[src/rtl/nco_pkg.sv]
// Package: shared constants of the chip-rate NCO.
// Assumes: users override widths/modulus through module parameters,
// defaults are taken from here.
package nco_pkg;
    parameter int unsigned     NCO_W       = 32;
    parameter longint unsigned NCO_MODULUS = 64'd100_000_000;
endpackage

[src/rtl/nco_wrap_adder.sv]
// Module: nco_wrap_adder
// Adds the increment to the accumulator with one extra carry bit and
// takes the modulus off once when the sum reaches it.
// Assumes: accumulator and increment are normally below the modulus;
// otherwise only one subtraction per step is done.
module nco_wrap_adder #(
    parameter int unsigned     ACC_W   = nco_pkg::NCO_W,
    parameter longint unsigned MODULUS = nco_pkg::NCO_MODULUS
) (
    input  logic [ACC_W-1:0] acc_i,
    input  logic [ACC_W-1:0] inc_i,
    output logic [ACC_W-1:0] next_o,
    output logic             wrap_o
);
    localparam int unsigned     SUM_W = ACC_W + 1;
    localparam logic [SUM_W-1:0] MOD_V = SUM_W'(MODULUS);

    logic [SUM_W-1:0] sum_w;
    logic [SUM_W-1:0] diff_w;
    logic [SUM_W-1:0] pick_w;
    logic             unused_top;

    // Wide sum, compare and conditional subtract.
    always_comb begin
        sum_w  = {1'b0, acc_i} + {1'b0, inc_i};
        diff_w = sum_w - MOD_V;
        wrap_o = (sum_w >= MOD_V);
        pick_w = wrap_o ? diff_w : sum_w;
        next_o = pick_w[ACC_W-1:0];
    end

    assign unused_top = pick_w[SUM_W-1];
endmodule

[src/rtl/nco_phase_reg.sv]
// Module: nco_phase_reg
// Holds the phase accumulator. Priority: reset, sync load, sample step,
// hold.
// Assumes: synchronous active-low reset.
module nco_phase_reg #(
    parameter int unsigned ACC_W = nco_pkg::NCO_W
) (
    input  logic             clk,
    input  logic             rst_n,
    input  logic             sync_i,
    input  logic             step_i,
    input  logic [ACC_W-1:0] load_val_i,
    input  logic [ACC_W-1:0] step_val_i,
    output logic [ACC_W-1:0] acc_o
);
    // Accumulator update with sync taking precedence over stepping.
    always_ff @(posedge clk) begin
        if (!rst_n)      acc_o <= '0;
        else if (sync_i) acc_o <= load_val_i;
        else if (step_i) acc_o <= step_val_i;
    end
endmodule

[src/rtl/nco_strobe.sv]
// Module: nco_strobe
// Registers the chip-advance strobe on the same edge as the wrapped
// accumulator value, so both are seen together.
// Assumes: the wrap flag is combinational from the current accumulator.
module nco_strobe (
    input  logic clk,
    input  logic rst_n,
    input  logic sync_i,
    input  logic step_i,
    input  logic wrap_i,
    output logic adv_o
);
    // One pulse per wrapping sample; sync suppresses it.
    always_ff @(posedge clk) begin
        if (!rst_n) adv_o <= 1'b0;
        else        adv_o <= step_i && !sync_i && wrap_i;
    end
endmodule

[src/rtl/chip_nco.sv]
// Module: chip_nco (top)
// Chip-rate phase accumulator: sync loads the phase word. Each valid
// sample adds the frequency word, modulo the decimal modulus, and every
// wrap issues a one-cycle chip-advance strobe.
// Assumes: freq and phase words are static or change between samples.
module chip_nco #(
    parameter int unsigned     ACC_W   = nco_pkg::NCO_W,
    parameter longint unsigned MODULUS = nco_pkg::NCO_MODULUS
) (
    input  logic             clk,
    input  logic             rst_n,
    input  logic             sync_i,
    input  logic             sample_vld_i,
    input  logic [ACC_W-1:0] freq_word_i,
    input  logic [ACC_W-1:0] phase_word_i,
    output logic             chip_adv_o,
    output logic [ACC_W-1:0] phase_o
);
    logic [ACC_W-1:0] next_w;
    logic             wrap_w;

    nco_wrap_adder #(.ACC_W(ACC_W), .MODULUS(MODULUS)) u_add (
        .acc_i (phase_o),
        .inc_i (freq_word_i),
        .next_o(next_w),
        .wrap_o(wrap_w)
    );

    nco_phase_reg #(.ACC_W(ACC_W)) u_acc (
        .clk       (clk),
        .rst_n     (rst_n),
        .sync_i    (sync_i),
        .step_i    (sample_vld_i),
        .load_val_i(phase_word_i),
        .step_val_i(next_w),
        .acc_o     (phase_o)
    );

    nco_strobe u_stb (
        .clk   (clk),
        .rst_n (rst_n),
        .sync_i(sync_i),
        .step_i(sample_vld_i),
        .wrap_i(wrap_w),
        .adv_o (chip_adv_o)
    );
endmodule

[config.mk]
export PLATFORM = sky130hd
export DESIGN_NAME = chip_nco
export DESIGN_NICKNAME = d
export VERILOG_FILES = /design/src/rtl/nco_pkg.sv /design/src/rtl/nco_wrap_adder.sv /design/src/rtl/nco_phase_reg.sv /design/src/rtl/nco_strobe.sv /design/src/rtl/chip_nco.sv
export SDC_FILE = /design/constraint.sdc
export NUM_CORES = 1
export LEC_CHECK = 0
export CAP_MARGIN = 10
export CORE_UTILIZATION = 52
export DETAILED_ROUTE_END_ITERATION = 6
export GPL_TIMING_DRIVEN = 0
export PLACE_DENSITY = 0.83
export SYNTH_ARGS = -nofsm -noshare
export SYNTH_HDL_FRONTEND = slang
export SYNTH_SLANG_ARGS = --single-unit
[constraint.sdc]
create_clock -name clk -period 5.6 [get_ports clk]
set_input_delay 1.68 -clock clk [delete_from_list [all_inputs] [get_ports clk]]
set_output_delay 1.68 -clock clk [all_outputs]
set_load 0.02 [all_outputs]
==> results by group, run 1 <==
Placement
  – Hpwl dp: ~12,000 um
  – Placed Instances: between 700 and 800
  – IO Port Bufs: 100
  – DP Area: roughly 5300 um^2
  – GPL Wtd Cong: 0.969

Timing
  – Final setup TNS: -0.0173 ns
  – Post-layout min period: about 5.6 ns
  – Final Skew: approximately 0.0075 ns
  – Final hold viol count: 0
  – Final setup fails: 1
  – Setup ws final: -0.0173 ns
  – Rel. slew slack: 0.545
  – Max Slew Vio Count: 0
  – FMAX: roughly 180 MHz
  – Crit share post-route: 1.00
  – Worst-margin pin slew: approximately 0.67 ns

Worst hold path
  – WHS Endpoint: u_acc.acc_o[4]
  – HP Start: u_acc.acc_o[4]
  – Hold/Removal Path Class: reg2reg
  – Hold depth: 2

Synth
  – Top cells by area, synth: dfxtp_1 (16%), ha_1 (10%), a21oi_1 (7.8%), nand2_1 (4.5%), o21ai_0 (4.2%)
  – Synth cell types: 75
  – YS warnings: 0
  – Most frequent cell after synthesis: a21oi_1
  – Commonest cells post-synth: a21oi_1 (66), nand2_1 (50), nor2_1 (41)
  – Synth top area share: 0.157
  – Synth area leader: dfxtp_1
  – Seq/Total Area, Yosys: 0.157
  – Synth Flop Type: dfxtp_1
  – Number of synthesized flops with an enable pin: 0
  – Mean Syn Cell Area: 7.42 um^2
  – Mapped Cells: about 570
  – Mapped Nets: between 600 and 700
  – Synth Cell Area: 4210 um^2
  – Yosys reg bits: 33
  – Fraction of registers with async set/reset: 0

Worst setup path
  – Crit path largest cell delay: 0.55 ns
  – Critical path capture point type: register
  – Cell Chain, Critical Path: clkdlybuf4s50_1 > ha_1 > a211oi_4 > o211ai_1 > and2_4 > or3_1 > a2111oi_4 > o31a_1 > o31ai_4 > buf_4 > a41oi_4 > nand2_2 > a211o_1 > a31oi_1
  – Crit Path Class: in2reg
  – Crit path DAT: just under 6 ns
  – Crit path max fanout: 7
  – Critical Path Start Type: primary input
  – Buf+Inv Stages, Crit Path: 2
  – Slowest CP cell: a2111oi_4
  – Top delay family on crit path: compound AO/OA/AOI/OAI gates
  – Reg2reg end: u_acc.acc_o[10]
  – R2R depth: 14
  – Reg2reg start: u_acc.acc_o[10]
  – R2R setup slack: 1.41 ns
  – CP Data Required Time: around 5.8 ns

Power
  – P_sw: roughly 780 uW
  – Clock power frac: 0.144
  – PD cells: 284 nW/um^2
  – Combinational fraction of design power: 0.672
  – Worst VDD drop: approximately 210 uV
  – Switching Share: 0.473
  – Pleak: 2.27 nW
  – Seq pwr share: 0.184
  – Internal Pwr Total: about 860 uW

Floorplan
  – # rows: 32
  – Io pins: about 100
  – Initial core utilization: 0.542
  – CORE AREA: 7770 um^2
  – Die Wd: around 90 um
  – Die ar.: ~8500 um^2
  – Die height: 92.0 um

Layout
  – NumNets Final: a little under 800
  – Non-Filler Instances: between 700 and 800
  – Final instance area: 5780 um^2
  – Post-synthesis to final-layout area growth: 37.1%
  – Fraction of layout cells with a size suffix above 1: 0.123
  – Antenna Cells: 0

Global route
  – Largest net degree at the start of global routing: 11
  – First-pass GRT wire length: between 20,000 and 25,000 um
  – Gr busiest metal: met2
  – Total overflow reported by the global router: 0
  – Met3 Use GR: 0.0597
  – Vias in the first global route: 4,757
  – Met1 Usage GRT: 0.497
  – M2 GR Usage: 0.553
  – GRT Overall Usage: 0.360
  – Initial antenna violation count: 0

Job
  – # Max-Cap Violations: 0

Status
  – Failing checks: negative setup slack
  – Outcome: complete, but fails checks

CTS
  – TritonCTS Buffers: 5
  – Clock slew at reported path FFs: 0.07 ns
  – CTS root buffer: clkbuf_8
  – Clock sink count: 33
  – Later-pin clock latency in the skew report: about 0.28 ns
  – CTS tree: done
  – CTS Buffer Depth: 2
  – CTS Hold Buffers Added: 0
  – # H-tree levels: 2

Drt
  – Drt wl/cell: 20.6 um
  – Routed wire length: ~16,000 um
  – Vias: approximately 5,300
  – Number of DRC markers in iteration 0: 413
  – # DRC: 0
  – Final antenna-violating net count: 0
  – Vias per cell: between 6 and 7
  – First-pass detailed-route iteration total: 6
[sequential cells by signal, indices dropped and copies added, names as in the netlist]
name / flops
u_acc.acc_o: 32
u_stb.adv_o: 1
[power groups by stage]
stage               Sequential [mW]  Combinational, mW  Clock [mW]
CTS                           0.298              0.969       0.235
global route                  0.303               1.17       0.244
finish                        0.302               1.10       0.237
detailed placement            0.304              0.945           0
global placement              0.302              0.933           0
floorplan                     0.324              0.638           0
[worst max-delay path by stage]
| stage | depth (start not counted) | slack (ns) | end | from |
|---|---|---|---|---|
| after CTS | 19 | 0.002 | u_acc.acc_o[31] | freq_word_i[0] |
| after detailed placement | 15 | -0.72 | u_acc.acc_o[31] | freq_word_i[0] |
| after floorplan | 18 | 0.42 | u_acc.acc_o[31] | freq_word_i[0] |
| after global placement | 16 | -0.71 | u_acc.acc_o[30] | freq_word_i[0] |
| after global routing | 15 | -0.12 | u_acc.acc_o[10] | freq_word_i[2] |
| final | 14 | -0.02 | u_acc.acc_o[10] | freq_word_i[1] |
[worst min-delay path: cells and delay by family (launching register included)]
kind           cells  cell delay (ns)
AO/OA/AOI/OAI      1             0.09
multiplexers       1             0.13
flip-flops         1             0.33
[cells in the final DEF, fill, tap and decap left out, types with 5 or more instances in the layout]
| master | count |
|---|---|
| a31oi_1 | 7 |
| nand4_1 | 12 |
| a21o_1 | 8 |
| and2_1 | 7 |
| inv_1 | 8 |
| xnor2_1 | 16 |
| a21oi_1 | 61 |
| nand2_1 | 49 |
| ha_1 | 30 |
| xor2_1 | 18 |
| nor2_1 | 41 |
| mux2i_1 | 11 |
| dfxtp_1 | 33 |
| nor3_1 | 9 |
| o21ai_0 | 33 |
| o22ai_1 | 16 |
| o21a_1 | 6 |
| o211ai_1 | 11 |
| clkbuf_1 | 17 |
| a211oi_1 | 11 |
| o21ai_1 | 9 |
| clkdlybuf4s50_1 | 99 |
| and3_1 | 16 |
| buf_4 | 12 |
| clkbuf_8 | 6 |
| nand3_1 | 16 |
| buf_2 | 5 |
[stage by stage]
stage          power [mW]  worst slack, ns  utilization  hold WS [ns]
3_5_place_dp         1.25           -0.719        0.688         0.569
6_report             1.64          -0.0173        0.744         0.590
4_1_cts              1.50          0.00159        0.710         0.584
2_1_floorplan       0.961            0.422            -         0.619
5_1_grt              1.72           -0.123        0.744         0.612
3_3_place_gp         1.24           -0.709        0.688         0.570
[per-layer routing]
layer	up-vias	wire length, um	share of wire
met5	-	0	0
met4	0	622	0.038
met3	71	1720	0.11
met2	340	7250	0.45
met1	2495	6690	0.41
li1	2392	-	-
[cells by family (layout without fill, tap and decap cells)]
family,after synthesis,after routing,synth area share
xor+xnor,38,38,0.0826
compound gates,220,220,0.356
mux,12,12,0.0288
buf+inv,41,162,0.0416
fa+ha+maj,35,35,0.106
simple gates,189,189,0.228
flops,33,33,0.157
[final cells by class]
cell class                      count  area [um^2]
Sequential cell                    33          661
Fill cell                         608         1990
Buffer                             29          138
Clock inverter                      1         30.0
Clock buffer                        7         86.3
Tap cell                          102          128
Inverter                           10         40.0
Multi-Input combinational cell    494         3560
Timing Repair Buffer              115         1130
[timing repair]
action / in CTS / in global routing
endpoints found under the setup margin: 24 / 24
setup buffers: 3 / 11
pin swaps: 5 / 20
hold endpoints to repair: 0 / 0
gates resized for setup: 10 / 42
gates cloned: 0 / 1
Power figures use the tool's default switching activity.
==> inputs of run 2 (changes only) <==
==> constraint.sdc (replaced) <==
create_clock -name clk -period 5.6 [get_ports clk]
set_input_delay 0.84 -clock clk [delete_from_list [all_inputs] [get_ports clk]]
set_output_delay 0.84 -clock clk [all_outputs]
set_load 0.02 [all_outputs]
==> run 2 against run 1 <==
Compared with the run above: the flow now finishes without violations; sequential cell count did not move; die area did not move; combinational power is 10% lower; critical path depth is 1 higher; highest routed layer unchanged; global-route usage decreased by 0.070 points; final cell count fell by 1.6%.
==> results by group, run 2 (synthesis results as in run 1) <==
Floorplan
  – Die height: 92.0 um (unchanged)
  – # rows: 32 (unchanged)
  – Die ar.: 8470 um^2 (unchanged)
  – Initial core utilization: 0.542 (unchanged)
  – CORE AREA: 7770 um^2 (unchanged)
  – Die Wd: 92.0 um (unchanged)
  – Io pins: 101 (unchanged)

Global route
  – Vias in the first global route: 4,771 (+0.29%)
  – First-pass GRT wire length: 23,900 um (-0.17%)
  – Total overflow reported by the global router: 0 (unchanged)
  – GRT Overall Usage: 0.360 (-0.000700)
  – Largest net degree at the start of global routing: 11 (unchanged)
  – Initial antenna violation count: 0 (unchanged)

Layout
  – Non-Filler Instances: 778 (-1.6%)
  – Biggest regs: u_acc.acc_o x32, u_stb.adv_o x1
  – NumNets Final: 778 (-1.6%)
  – Largest Register: u_acc.acc_o
  – Antenna Cells: 0 (unchanged)
  – Post-synthesis to final-layout area growth: 29.7%
  – Commonest cells after routing, fill and taps aside: clkdlybuf4s50_1 (100), a21oi_1 (66), nand2_1 (50)
  – Max reg flops: 32 (unchanged)
  – Fraction of layout cells with a size suffix above 1: 0.0577 (-0.0657)
  – Most common cell after layout, fill and taps aside: clkdlybuf4s50_1

Placement
  – Hpwl dp: 12,000 um (unchanged)
  – GPL Wtd Cong: 0.969 (unchanged)
  – Placed Instances: 770 (unchanged)
  – IO Port Bufs: 100 (unchanged)

CTS
  – Clock slew at reported path FFs: 0.07 ns (about the same)
  – # H-tree levels: 2 (unchanged)
  – TritonCTS Buffers: 5 (unchanged)
  – CTS Buffer Depth: 2 (unchanged)
  – Later-pin clock latency in the skew report: 0.29 ns (about the same)
  – Post-CTS Resized: 0 (-10)
  – CTS root buffer: clkbuf_8
  – CTS tree: done
  – # Post-CTS Setup Buffers: 0 (-3)
  – Clock sink count: 33 (unchanged)
  – CTS Hold Buffers Added: 0 (unchanged)

Timing
  – RSZ-0062 raised after global routing: no
  – Rel. slew slack: 0.509 (-0.0361)
  – Final setup TNS: 0 ns (+0.0173 ns)
  – Final Skew: 0.00517 ns (-0.00236 ns)
  – Final hold viol count: 0 (unchanged)
  – Max Slew Vio Count: 0 (unchanged)
  – Post-layout min period: 5.18 ns (-0.439 ns)
  – Worst-margin pin slew: 0.732 ns (+0.0568 ns)
  – FMAX: 193 MHz (+8.5%)
  – Final setup fails: 0 (-1)
  – Crit share post-route: 0.925 (-0.0783)

Worst setup path
  – Reg2reg start: u_acc.acc_o[0]
  – Top delay family on crit path: compound AO/OA/AOI/OAI gates
  – Crit path largest cell delay: 0.66 ns (+0.11 ns)
  – R2R setup slack: 1.07 ns (-0.34 ns)
  – Slowest CP cell: a211oi_1
  – Critical Path Start Type: primary input
  – Crit Path Class: in2reg
  – Critical path capture point type: register
  – CP Data Required Time: 5.77 ns (-0.03 ns)
  – Buf+Inv Stages, Crit Path: 2 (unchanged)
  – Cell Chain, Critical Path: clkdlybuf4s50_1 > ha_1 > fa_1 > a211oi_2 > o21ai_0 > a211oi_2 > o22ai_1 > o31ai_1 > nand2b_1 > a211oi_1 > a41o_1 > buf_6 > nor3_1 > a211oi_1 > o21ai_0
  – Worst Setup SP: freq_word_i[0]
  – Crit path DAT: 5.35 ns (-0.47 ns)
  – Crit path max fanout: 10 (+3)

Power
  – Worst VDD drop: 189 uV (-8.5%)
  – Pleak: 2.15 nW (-5.1%)
  – PD cells: 279 nW/um^2 (-1.7%)

Drt
  – Number of DRC markers in iteration 0: 412 (-0.24%)
  – Routed wire length: 15,300 um (-6.4%)
  – # DRC: 0 (unchanged)
  – Final antenna-violating net count: 0 (unchanged)
  – First-pass detailed-route iteration total: 5 (-1)
  – Drt wl/cell: 19.6 um (-4.8%)
  – Vias: 5,100 (-3.7%)
  – Vias per cell: 6.56 (-2.1%)

Worst hold path
  – HP Start: u_acc.acc_o[4]
  – Hold/Removal Path Class: reg2reg

Status
  – Outcome: completed

Job
  – # Max-Cap Violations: 0 (unchanged)
-- run 2: cell type report --
class	instances	area (um^2)
buffer	31	138
clock buffer	7	86.3
clock inverter	1	30.0
fill	656	2300
inverter	10	37.5
multi-input combinational	494	3380
sequential	33	661
tap	102	128
timing repair buffer	100	1000
-- run 2: path summary, 6_finish.rpt --
kind,end,cells after the start
worst max-delay path,u_acc.acc_o[13],15
worst min-delay path,u_acc.acc_o[4],2
worst max register to register,u_acc.acc_o[13],14
worst min register to register,u_acc.acc_o[4],2
-- run 2: metrics by stage --
step           hold slack, ns  instance area, um^2  power [mW]  utilization  worst slack (ns)
4_1_cts                 0.584                 5460        1.49        0.703             0.383
5_1_grt                 0.612                 5460        1.61        0.703             0.113
6_report                0.585                 5460        1.52        0.703             0.421
3_5_place_dp            0.569                 5340        1.25        0.688             0.121
3_3_place_gp            0.570                 5340        1.24        0.688             0.131
2_1_floorplan           0.619                 4210       0.961            -              1.26
-- run 2: routing by layer --
| metal | vias up | part of all wire | track usage |
|---|---|---|---|
| li1 | 2375 | - | - |
| met1 | 2383 | 0.43 | 0.495 |
| met2 | 298 | 0.44 | 0.555 |
| met3 | 44 | 0.10 | 0.0622 |
| met4 | 0 | 0.031 | 0.142 |
| met5 | - | 0 | 0 |
-- run 2: power breakdown --
| group | switching, mW | total, mW | internal, mW |
|---|---|---|---|
| combinational | 0.590 | 0.985 | 0.395 |
| clock | 0.0934 | 0.238 | 0.145 |
| sequential | 0.0368 | 0.301 | 0.264 |
-- run 2: tightest hold or removal path: cells and delay by family, from the launching register on --
family / cells / cell delay, ns
AOI/OAI and AO/OA: 1 / 0.09
DFF: 1 / 0.33
muxes: 1 / 0.13
